## config.mk

```make
export PLATFORM = sky130hd
export DESIGN_NAME = rtc_dbuf_core
export DESIGN_NICKNAME = d
export VERILOG_FILES = /design/src/rtl/rtc_pkg.sv /design/src/rtl/rtc_time_adv.sv /design/src/rtl/rtc_hold_sync.sv /design/src/rtl/rtc_regbus.sv /design/src/rtl/rtc_dbuf_core.sv
export SDC_FILE = /design/constraint.sdc
export NUM_CORES = 1
export LEC_CHECK = 0
export ABC_AREA = 1
export BUFFER_PORTS_ARGS = -buffer_cell sky130_fd_sc_hd__buf_2
export CAP_MARGIN = 20
export CORE_UTILIZATION = 30
export CTS_CLUSTER_SIZE = 12
export DETAILED_ROUTE_END_ITERATION = 12
export HOLD_SLACK_MARGIN = 0.05
export PLACE_DENSITY = 0.44
export SLEW_MARGIN = 10
export SYNTH_ARGS = -nofsm -noshare
export SYNTH_HDL_FRONTEND = slang
export SYNTH_SLANG_ARGS = --single-unit
```

## constraint.sdc

```tcl
create_clock -name clk -period 6.6 [get_ports clk]
set_clock_uncertainty 0.1 [all_clocks]
set_input_delay 0.33 -clock clk [delete_from_list [all_inputs] [get_ports clk]]
set_output_delay 0.33 -clock clk [all_outputs]
set_load 0.05 [all_outputs]
```

## src/rtl/rtc_pkg.sv

```systemverilog
package rtc_pkg;
  localparam int NREG = 8;
  // bank slot indices = window offsets
  localparam int IX_CEN = 0;
  localparam int IX_SEC = 1;
  localparam int IX_MIN = 2;
  localparam int IX_HR  = 3;
  localparam int IX_DAT = 4;
  localparam int IX_MON = 5;
  localparam int IX_YR  = 6;
  localparam int IX_DOW = 7;

  typedef logic [NREG-1:0][7:0] rtc_bank_t;

  function automatic logic [7:0] field_mask(input int idx);
    case (idx)
      IX_CEN:  return 8'h3F;
      IX_SEC:  return 8'h7F;
      IX_MIN:  return 8'h7F;
      IX_HR:   return 8'h3F;
      IX_DAT:  return 8'h3F;
      IX_MON:  return 8'h1F;
      IX_DOW:  return 8'h07;
      default: return 8'hFF;
    endcase
  endfunction

  function automatic logic [7:0] bcd_inc(input logic [7:0] v);
    if (v[3:0] >= 4'd9) return {v[7:4] + 4'd1, 4'd0};
    return {v[7:4], v[3:0] + 4'd1};
  endfunction

  function automatic logic [7:0] bcd_bin(input logic [7:0] v);
    return ({4'd0, v[7:4]} * 8'd10) + {4'd0, v[3:0]};
  endfunction

  function automatic logic [7:0] month_last(input logic [7:0] mon, input logic [7:0] yr);
    logic [7:0] yb;
    yb = bcd_bin(yr);
    case (mon)
      8'h02: return (yb[1:0] == 2'b00) ? 8'h29 : 8'h28;
      8'h04, 8'h06, 8'h09, 8'h11: return 8'h30;
      default: return 8'h31;
    endcase
  endfunction
endpackage

```

## src/rtl/rtc_time_adv.sv

```systemverilog
module rtc_time_adv
  import rtc_pkg::*;
(
  input  rtc_bank_t cur,
  input  logic      en,
  output rtc_bank_t nxt
);
  logic [7:0] last_day;
  assign last_day = month_last(cur[IX_MON], cur[IX_YR]);

  always_comb begin
    nxt = cur;
    if (en) begin
      if (cur[IX_SEC] >= 8'h59) begin
        nxt[IX_SEC] = 8'h00;
        if (cur[IX_MIN] >= 8'h59) begin
          nxt[IX_MIN] = 8'h00;
          if (cur[IX_HR] >= 8'h23) begin
            nxt[IX_HR]  = 8'h00;
            nxt[IX_DOW] = (cur[IX_DOW] >= 8'h07) ? 8'h01 : bcd_inc(cur[IX_DOW]);
            if (cur[IX_DAT] >= last_day) begin
              nxt[IX_DAT] = 8'h01;
              if (cur[IX_MON] >= 8'h12) begin
                nxt[IX_MON] = 8'h01;
                if (cur[IX_YR] >= 8'h99) begin
                  nxt[IX_YR]  = 8'h00;
                  nxt[IX_CEN] = (cur[IX_CEN] >= 8'h39) ? 8'h00 : bcd_inc(cur[IX_CEN]);
                end else begin
                  nxt[IX_YR] = bcd_inc(cur[IX_YR]);
                end
              end else begin
                nxt[IX_MON] = bcd_inc(cur[IX_MON]);
              end
            end else begin
              nxt[IX_DAT] = bcd_inc(cur[IX_DAT]);
            end
          end else begin
            nxt[IX_HR] = bcd_inc(cur[IX_HR]);
          end
        end else begin
          nxt[IX_MIN] = bcd_inc(cur[IX_MIN]);
        end
      end else begin
        nxt[IX_SEC] = bcd_inc(cur[IX_SEC]);
      end
    end
  end
endmodule

```

## src/rtl/rtc_hold_sync.sv

```systemverilog
module rtc_hold_sync #(
  parameter int HOLD_CYC = 50000
) (
  input  logic clk,
  input  logic rst,
  input  logic hold_req,
  input  logic tick,
  output logic track,
  output logic armed,
  output logic copy_en
);
  localparam int HC     = (HOLD_CYC < 1) ? 1 : HOLD_CYC;
  localparam int HOLD_W = $clog2(HC + 1);
  localparam logic [HOLD_W-1:0] HLIM = HOLD_W'(HC);

  logic [HOLD_W-1:0] cnt_q;
  logic              track_q;

  assign armed   = (cnt_q >= HLIM);
  assign track   = track_q;
  assign copy_en = tick && !hold_req && (track_q || armed);

  always_ff @(posedge clk) begin
    if (rst) begin
      cnt_q   <= '0;
      track_q <= 1'b1;
    end else if (hold_req) begin
      cnt_q   <= '0;
      track_q <= 1'b0;
    end else if (!track_q) begin
      if (armed) begin
        if (tick) track_q <= 1'b1;
      end else begin
        cnt_q <= cnt_q + 1'b1;
      end
    end
  end
endmodule

```

## src/rtl/rtc_regbus.sv

```systemverilog
module rtc_regbus #(
  parameter int                ADDR_W = 15,
  parameter logic [ADDR_W-1:0] BASE   = 15'h7FF8,
  parameter int                NREG   = 8
) (
  input  logic                       clk,
  input  logic                       rst,
  input  logic [ADDR_W-1:0]          bus_addr,
  input  logic                       bus_wr,
  input  logic                       bus_rd,
  input  logic [NREG-1:0][7:0]       rd_vec,
  output logic [NREG-1:0]            wsel,
  output logic [7:0]                 rdata
);
  localparam int IDX_W = $clog2(NREG);
  localparam logic [ADDR_W-IDX_W-1:0] BASE_HI = BASE[ADDR_W-1:IDX_W];

  logic             hit;
  logic [IDX_W-1:0] idx;

  assign hit = (bus_addr[ADDR_W-1:IDX_W] == BASE_HI);
  assign idx = bus_addr[IDX_W-1:0];

  for (genvar k = 0; k < NREG; k++) begin : g_sel
    assign wsel[k] = bus_wr && hit && (idx == IDX_W'(k));
  end

  always_ff @(posedge clk) begin
    if (rst)         rdata <= 8'h00;
    else if (bus_rd) rdata <= hit ? rd_vec[idx] : 8'h00;
  end
endmodule

```

## src/rtl/rtc_dbuf_core.sv

```systemverilog
module rtc_dbuf_core
  import rtc_pkg::*;
#(
  parameter int                ADDR_W   = 15,
  parameter logic [ADDR_W-1:0] BASE     = 15'h7FF8,
  parameter int                HOLD_CYC = 50000
) (
  input  logic              clk,
  input  logic              rst,
  input  logic              tick_1hz,
  input  logic [ADDR_W-1:0] bus_addr,
  input  logic [7:0]        bus_wdata,
  input  logic              bus_wr,
  input  logic              bus_rd,
  output logic [7:0]        bus_rdata
);
  localparam logic [7:0] CEN_RST = 8'h20;

  rtc_bank_t       int_q, ext_q, ext_wr, int_adv;
  logic            osc_q, wbit_q, rbit_q;
  logic [NREG-1:0] wsel;
  rtc_bank_t       rd_vec;
  logic            hold_req, track, armed, copy_en, load_int;

  rtc_regbus #(.ADDR_W(ADDR_W), .BASE(BASE), .NREG(NREG)) u_bus (
    .clk(clk), .rst(rst), .bus_addr(bus_addr), .bus_wr(bus_wr), .bus_rd(bus_rd),
    .rd_vec(rd_vec), .wsel(wsel), .rdata(bus_rdata)
  );

  rtc_time_adv u_adv (
    .cur(int_q), .en(tick_1hz && !osc_q), .nxt(int_adv)
  );

  assign hold_req = wbit_q || rbit_q;

  rtc_hold_sync #(.HOLD_CYC(HOLD_CYC)) u_hold (
    .clk(clk), .rst(rst), .hold_req(hold_req), .tick(tick_1hz),
    .track(track), .armed(armed), .copy_en(copy_en)
  );

  // visible bank after this cycle's bus write (only while write bit is set)
  for (genvar k = 0; k < NREG; k++) begin : g_extwr
    assign ext_wr[k] = (wsel[k] && wbit_q) ? (bus_wdata & field_mask(k)) : ext_q[k];
  end

  assign load_int = wsel[IX_CEN] && wbit_q && !bus_wdata[7];

  for (genvar k = 0; k < NREG; k++) begin : g_rd
    if (k == IX_CEN) begin : g_ctl
      assign rd_vec[k] = {wbit_q, rbit_q, ext_q[k][5:0]};
    end else if (k == IX_SEC) begin : g_sec
      assign rd_vec[k] = {osc_q, ext_q[k][6:0]};
    end else begin : g_plain
      assign rd_vec[k] = ext_q[k];
    end
  end

  function automatic rtc_bank_t bank_rst();
    rtc_bank_t b;
    b         = '0;
    b[IX_CEN] = CEN_RST;
    b[IX_DAT] = 8'h01;
    b[IX_MON] = 8'h01;
    b[IX_DOW] = 8'h01;
    return b;
  endfunction

  always_ff @(posedge clk) begin
    if (rst) begin
      int_q  <= bank_rst();
      ext_q  <= bank_rst();
      osc_q  <= 1'b1;
      wbit_q <= 1'b0;
      rbit_q <= 1'b0;
    end else begin
      int_q <= load_int ? ext_wr : int_adv;
      ext_q <= copy_en ? int_adv : ext_wr;
      if (wsel[IX_SEC]) osc_q <= bus_wdata[7];
      if (wsel[IX_CEN]) begin
        wbit_q <= bus_wdata[7];
        rbit_q <= bus_wdata[6];
      end
    end
  end
endmodule

```

==> results.ini, run 1 <==
[timing]
finalHoldViolCount = 0
final-setup-viol-count = 0
fmax_ghz = 0.296
slew_headroom = 0.418
period_minus_slack_ps = 3380
post-route-period-util = 0.512
tns_ps = 0
worst_slew_pin_slew_ps = 872
slew_violations = 0
rsz0062_at_grt = false

[cts]
cts_inserted_buffers = 17
cts_root_buf = clkbuf_16
cts_setup_buffers = 0
clk_pin_slew_ps = 80
cts_resized = 0
cts_max_path_buffers = 2
h-tree-depth = 4
tritoncts = done
ctsHoldBuffers = 0
clkSinkCount = 154
clkLatencyLatePin_ps = 440

[floorplanning]
coreArea_um2 = 29600
start_util = 0.305
fp.dieH_um = 175
die_w_um = 175
rows = 63
io_pins = 36
dieArea_um2 = 30700

[detailed_routing]
ant_nets = 0
drt_iter0_drc = 667
routedWlPerCell_um = 17.4
vias = 8679
finalWirelength_mm = 30.6
drc = 0
viasPerCell = 4.94
dr.pass1.iters = 6

[job]
maxCapViolCount = 0

[worst_setup_path]
worstPathRequired_ps = 6770
r2r_cells = 17
reg2reg_from = int_q[40]
path_buf_inv = 3
reg2reg_slack_ps = 3220
critPathSlowestCell = dfxtp_1
path_delay_family = simple AND/OR/NAND/NOR gates
critPathArrivalTime_ps = 3550
crit_chain = inv_1 > ha_1 > inv_1 > nor3_1 > inv_1 > o41ai_1 > ha_1 > nand2_1 > nor2_1 > nand2_1 > nand2_1 > nor2_4 > nor2_1 > nand2_1 > o21ai_0 > nand2_1 > o21ai_0
worstReg2RegEnd = int_q[42]
cp-end-kind = flip-flop
startpoint_type = flip-flop
worstSetupPathType = flip-flop to flip-flop
critical_path_peak_fanout = 9
cp_slowest_stage_delay_ps = 360
crit_path_frequent_cell = nand2_1

[run_status]
status = complete, no violations

[cells_and_area]
final_common_cell = nand2_1
antenna_cells = 0
areaGrowthSynthToFinish_pct = 11.1
fillers = 3270
drive_above_1_share = 0.0811
final_cell_mix = nand2_1, dfxtp_1, inv_1, o21ai_0, nor2_1
nNetsFinal = 1429
fin_cells = 1758

[global_routing]
grt-ovfl-total = 0
antenna_found_initial = 0
grt_use_met1 = 0.274
grt_pass1_vias = 8103
grtUsageMet2 = 0.334
grt_max_degree = 65
grt_first_pass_wirelength_mm = 47.8
grt_busiest_layer = met2
grt.total_usage = 0.203
gr-usage-met3 = 0.0286

[placed_design]
io_buffers = 35
dp_hpwl_mm = 21.4
dp.cells = 1726
gp_congestion = 0.810

[synth]
ys_types = 48
synth-edff-count = 0
avgSynthCellArea_um2 = 6.67
synthesis.area_um2 = 9010
synthCells = 1352
ys_ff_latch = 154
ys.flop_type = dfxtp_1
async_flop_share = 0
synth_nets = 1426
ys_warn_count = 0
ys_seq_area_frac = 0.342

[pwr]
p_seq_frac = 0.450
leakage_nw = 4.36
clkPwrFrac = 0.487
p_switching_mw = 0.579
power_mw = 2.14
ir_worst_vdd_mv = 0.168
internal_power_mw = 1.56
power_density_nw_per_um2 = 214
power_frac_comb = 0.063
p_sw_frac = 0.271

[min_path]
min_to = int_q[3]
hold_path.class = input port to flip-flop
hp-start = bus_wdata[3]
hold_depth = 3

[synth_stat cells, types with 2 or more instances]
cell	number	area, um^2
buf_2	22	110
a21o_1	2	15.0
clkinv_1	3	11.3
nand4_1	23	144
xnor2_1	2	17.5
nor3b_1	3	22.5
nand2_1	373	1400
nand3_1	89	445
nand3_2	6	60.1
buf_6	8	90.1
o22ai_1	34	213
nand3b_1	4	30.0
inv_1	130	488
nor2_2	4	25.0
dfxtp_1	154	3080
nor2_4	6	67.6
nand2_2	7	43.8
o211ai_1	7	52.6
a22oi_1	3	22.5
o21a_1	5	37.5
o21bai_1	3	22.5
inv_2	8	30.0
or2_2	3	18.8
nor2_1	115	432
o21ai_0	119	596
xor2_1	10	87.6
ha_1	46	576
o21ai_1	22	110
a31oi_1	2	12.5
nor3_1	6	30.0
clkbuf_1	23	86.3
o31ai_1	6	45.0
nand2_4	2	22.5
a21oi_1	86	430
a211oi_1	3	22.5
[flip-flops by register name, summed over array words and instances (netlist names)]
signal and flops:
u_bus.rdata 8, rbit_q 1, ext_q 62, wbit_q 1
osc_q 1, u_hold.cnt_q 16, int_q 64, u_hold.track 1
[tightest hold or removal path: stages]
cell and delay, ps:
buf_2 130, nand2_1 60, o21ai_1 60
[per-layer routing]
layer	share of wire	vias up	wire, um
met4	0.021	0	651
met3	0.042	33	1270
met2	0.46	202	14000
met1	0.48	3973	14700
li1	-	4471	-
met5	0	-	0
[through the flow]
step	area (um^2)	hold slack (ps)	util	worst slack, ps
after floorplan	9010	322	-	3990
after global placement	9400	332	0.318	3170
after detailed placement	9400	337	0.318	3200
after CTS	10000	58.3	0.339	3190
after global routing	10000	89.6	0.339	2830
final	10000	61.6	0.339	3220
[worst max-delay path by stage]
| stage | start | to | slack (ps) | depth (start not counted) |
|---|---|---|---|---|
| CTS | int_q[40] | int_q[42] | 3190 | 17 |
| global placement | int_q[40] | int_q[42] | 3170 | 18 |
| detailed placement | int_q[40] | int_q[42] | 3200 | 17 |
| global route | int_q[40] | ext_q[55] | 2830 | 17 |
| floorplan | int_q[40] | ext_q[55] | 3990 | 18 |
| finish | int_q[40] | int_q[42] | 3220 | 17 |
[cell families (layout without fill, tap and decap cells)]
kind of cell	after synthesis	count (layout)	synth area share
compound gates	298	298	0.181
simple gates	646	646	0.309
buf+inv	196	212	0.0919
xor+xnor	12	12	0.0117
flops	154	154	0.342
fa+ha+maj	46	46	0.0639
[area by class of cell]
cell class | count | area (um^2) | area share
clock inverters | 15 | 183 | 0.0182
clock buffers | 17 | 425 | 0.0425
inverters | 142 | 534 | 0.0534
multi-input cells | 1002 | 5100 | 0.509
flip-flops and latches | 154 | 3080 | 0.308
well taps | 390 | 488 | 0.0487
repair buffers | 38 | 198 | 0.0197
[power by group through the flow]
stage / sequential (mW) / combinational, mW / clock [mW]
after floorplan: 0.975 / 0.0906 / 0
after global placement: 0.984 / 0.135 / 0
after detailed placement: 0.984 / 0.134 / 0
after CTS: 0.962 / 0.134 / 1.06
after global routing: 0.963 / 0.150 / 1.09
final: 0.962 / 0.135 / 1.04
No activity file was read; power rests on OpenSTA's default activity.
==> inputs of run 2 (changes only) <==
==> constraint.sdc (replaced) <==
create_clock -name clk -period 3.52 [get_ports clk]
set_clock_uncertainty 0.1 [all_clocks]
set_input_delay 0.176 -clock clk [delete_from_list [all_inputs] [get_ports clk]]
set_output_delay 0.176 -clock clk [all_outputs]
set_load 0.05 [all_outputs]
==> run 2 against run 1 <==
Net effect: global-route usage up 0.076 points; critical endpoint is now int_q[55]; hold slack improved by 37 ps; largest power group unchanged; largest cell class unchanged; maximum frequency up 6.0%; total power increased by 88%; cell area up 1.7%.
==> results.ini, run 2 (same netlist as run 1, synthesis figures left out) <==
[run_status]
status = complete, no violations

[cts]
cts_root_buf = clkbuf_16
cts_inserted_buffers = 17  ; unchanged
clkSinkCount = 154  ; unchanged
tritoncts = done
h-tree-depth = 4  ; unchanged
cts_max_path_buffers = 2  ; unchanged
clkLatencyLatePin_ps = 440  ; about the same
cts_setup_buffers = 0  ; unchanged
ctsHoldBuffers = 8  ; +8
clk_pin_slew_ps = 70  ; about the same
cts_resized = 0  ; unchanged

[job]
maxCapViolCount = 0  ; unchanged

[timing]
finalHoldViolCount = 0  ; unchanged
slew_headroom = 0.445  ; +0.0267
slew_violations = 0  ; unchanged
worst_slack_ps = 335  ; -2890 ps
fmax_ghz = 0.314  ; +6.0%
rsz0062_at_grt = false
final-setup-viol-count = 0  ; unchanged
tns_ps = 0  ; unchanged
post-route-period-util = 0.905  ; +0.393
period_minus_slack_ps = 3180  ; -191 ps
worst_slew_pin_slew_ps = 832  ; -40.0 ps

[pwr]
power_mw = 4.03  ; +88%
leakage_nw = 4.43  ; +1.7%
p_sw_frac = 0.255  ; -0.0154
p_switching_mw = 1.03  ; +78%
ir_worst_vdd_mv = 0.327  ; +95%
power_frac_comb = 0.066  ; +0.003
power_density_nw_per_um2 = 396  ; +85%
internal_power_mw = 3.00  ; +92%
clkPwrFrac = 0.486  ; about the same
p_seq_frac = 0.449  ; about the same

[min_path]
hold_path.class = input port to flip-flop

[detailed_routing]
dr.pass1.iters = 5  ; -1
ant_nets = 0  ; unchanged
routedWlPerCell_um = 17.3  ; -0.76%
vias = 8723  ; +0.51%
drc = 0  ; unchanged
drt_iter0_drc = 526  ; -21%
viasPerCell = 4.91  ; -0.57%
finalWirelength_mm = 30.7  ; +0.31%

[worst_setup_path]
critical_path_peak_fanout = 9  ; unchanged
worstPathRequired_ps = 3720  ; -3050 ps
critPathArrivalTime_ps = 3380  ; -170 ps
cp-end-kind = flip-flop
crit_chain = inv_1 > ha_1 > o21ai_0 > o21ai_0 > a32oi_1 > nand2_1 > o41ai_1 > ha_1 > nand2_1 > nor2_1 > nand2_1 > nand2_1 > nor2_4 > nor2_1 > nand2_1 > nor2_1 > o21ai_0 > a21oi_1
critPathSlowestCell = dfxtp_1
worstSetupPathType = flip-flop to flip-flop
crit_path_frequent_cell = nand2_1
startpoint_type = flip-flop
reg2reg_slack_ps = 340  ; -2890 ps
cp_slowest_stage_delay_ps = 400  ; +40 ps

[global_routing]
antenna_found_initial = 0  ; unchanged
grt_max_degree = 61  ; -6.2%
grt_pass1_vias = 8262  ; +2.0%
grt_first_pass_wirelength_mm = 47.7  ; -0.19%
grt.total_usage = 0.204  ; +0.000762
grt-ovfl-total = 0  ; unchanged

[cells_and_area]
register_area_um2 = 3080  ; unchanged
final_area_um2 = 10200  ; +1.7%
fillers = 3257  ; -0.40%
utilization = 0.344  ; +0.00563
reg_top3 = int_q: 64 flops, ext_q: 62 flops, u_hold.cnt_q: 16 flops
largest_register_ffs = 64  ; unchanged
drive_above_1_share = 0.0872  ; +0.00610
antenna_cells = 0  ; unchanged
top_register = int_q
areaGrowthSynthToFinish_pct = 12.9
final_cell_mix = nand2_1, dfxtp_1, inv_1, o21ai_0, nor2_1
nNetsFinal = 1448  ; +1.3%
final_common_cell = nand2_1
multiInputGateArea_um2 = 5100  ; unchanged

[floorplanning]
coreArea_um2 = 29600  ; unchanged
io_pins = 36  ; unchanged
fp.dieH_um = 175  ; unchanged
die_w_um = 175  ; unchanged
start_util = 0.305  ; unchanged
dieArea_um2 = 30700  ; unchanged
rows = 63  ; unchanged

[placed_design]
io_buffers = 35  ; unchanged
dp_hpwl_mm = 21.8  ; +1.9%
gp_congestion = 0.849  ; +4.8%
placed_area_um2 = 9490  ; +0.88%
pre_cts_ws_ps = 417  ; -2790 ps

run 2: stage by stage:
stage / hold WS (ps) / std cells
2_1_floorplan: 195 / 1352
3_3_place_gp: 333 / 1737
3_5_place_dp: 335 / 1737
4_1_cts: 71.6 / 1777
5_1_grt: 131 / 1777
6_report: 98.9 / 1777
run 2: critical path, delay by kind of cell, from the launching register on:
| kind | cells | cell delay (ps) |
|---|---|---|
| adder cells (fa/ha/maj) | 2 | 500 |
| flip-flops | 1 | 400 |
| AND/OR/NAND/NOR | 9 | 970 |
| AO/OA/AOI/OAI | 6 | 950 |
| buffers and inverters | 1 | 100 |
run 2: power by group through the flow:
| stage | clock network [mW] | registers [mW] | logic [mW] |
|---|---|---|---|
| floorplan | 0 | 1.83 | 0.170 |
| global placement | 0 | 1.85 | 0.255 |
| detailed placement | 0 | 1.85 | 0.255 |
| CTS | 2.00 | 1.81 | 0.263 |
| global route | 2.06 | 1.81 | 0.296 |
| finish | 1.95 | 1.81 | 0.264 |
run 2: final timing paths:
path / from / end / cells after the start
setup / recovery: int_q[40] / int_q[55] / 18
hold / removal: bus_addr[0] / wbit_q / 4
setup reg to reg: int_q[40] / int_q[55] / 18
hold reg to reg: int_q[6] / int_q[6] / 2
run 2: cell type report:
class                      count  share of cell area
multi-input combinational   1002               0.501
tap                          390              0.0479
timing repair buffer          57              0.0354
sequential                   154               0.303
clock buffer                  19              0.0435
clock inverter                13              0.0166
inverter                     142              0.0525
run 2: metal layers:
| layer | track usage | part of all wire |
|---|---|---|
| met5 | 0 | 0 |
| met3 | 0.0284 | 0.033 |
| met2 | 0.344 | 0.48 |
| met1 | 0.267 | 0.47 |
| met4 | 0.0663 | 0.019 |
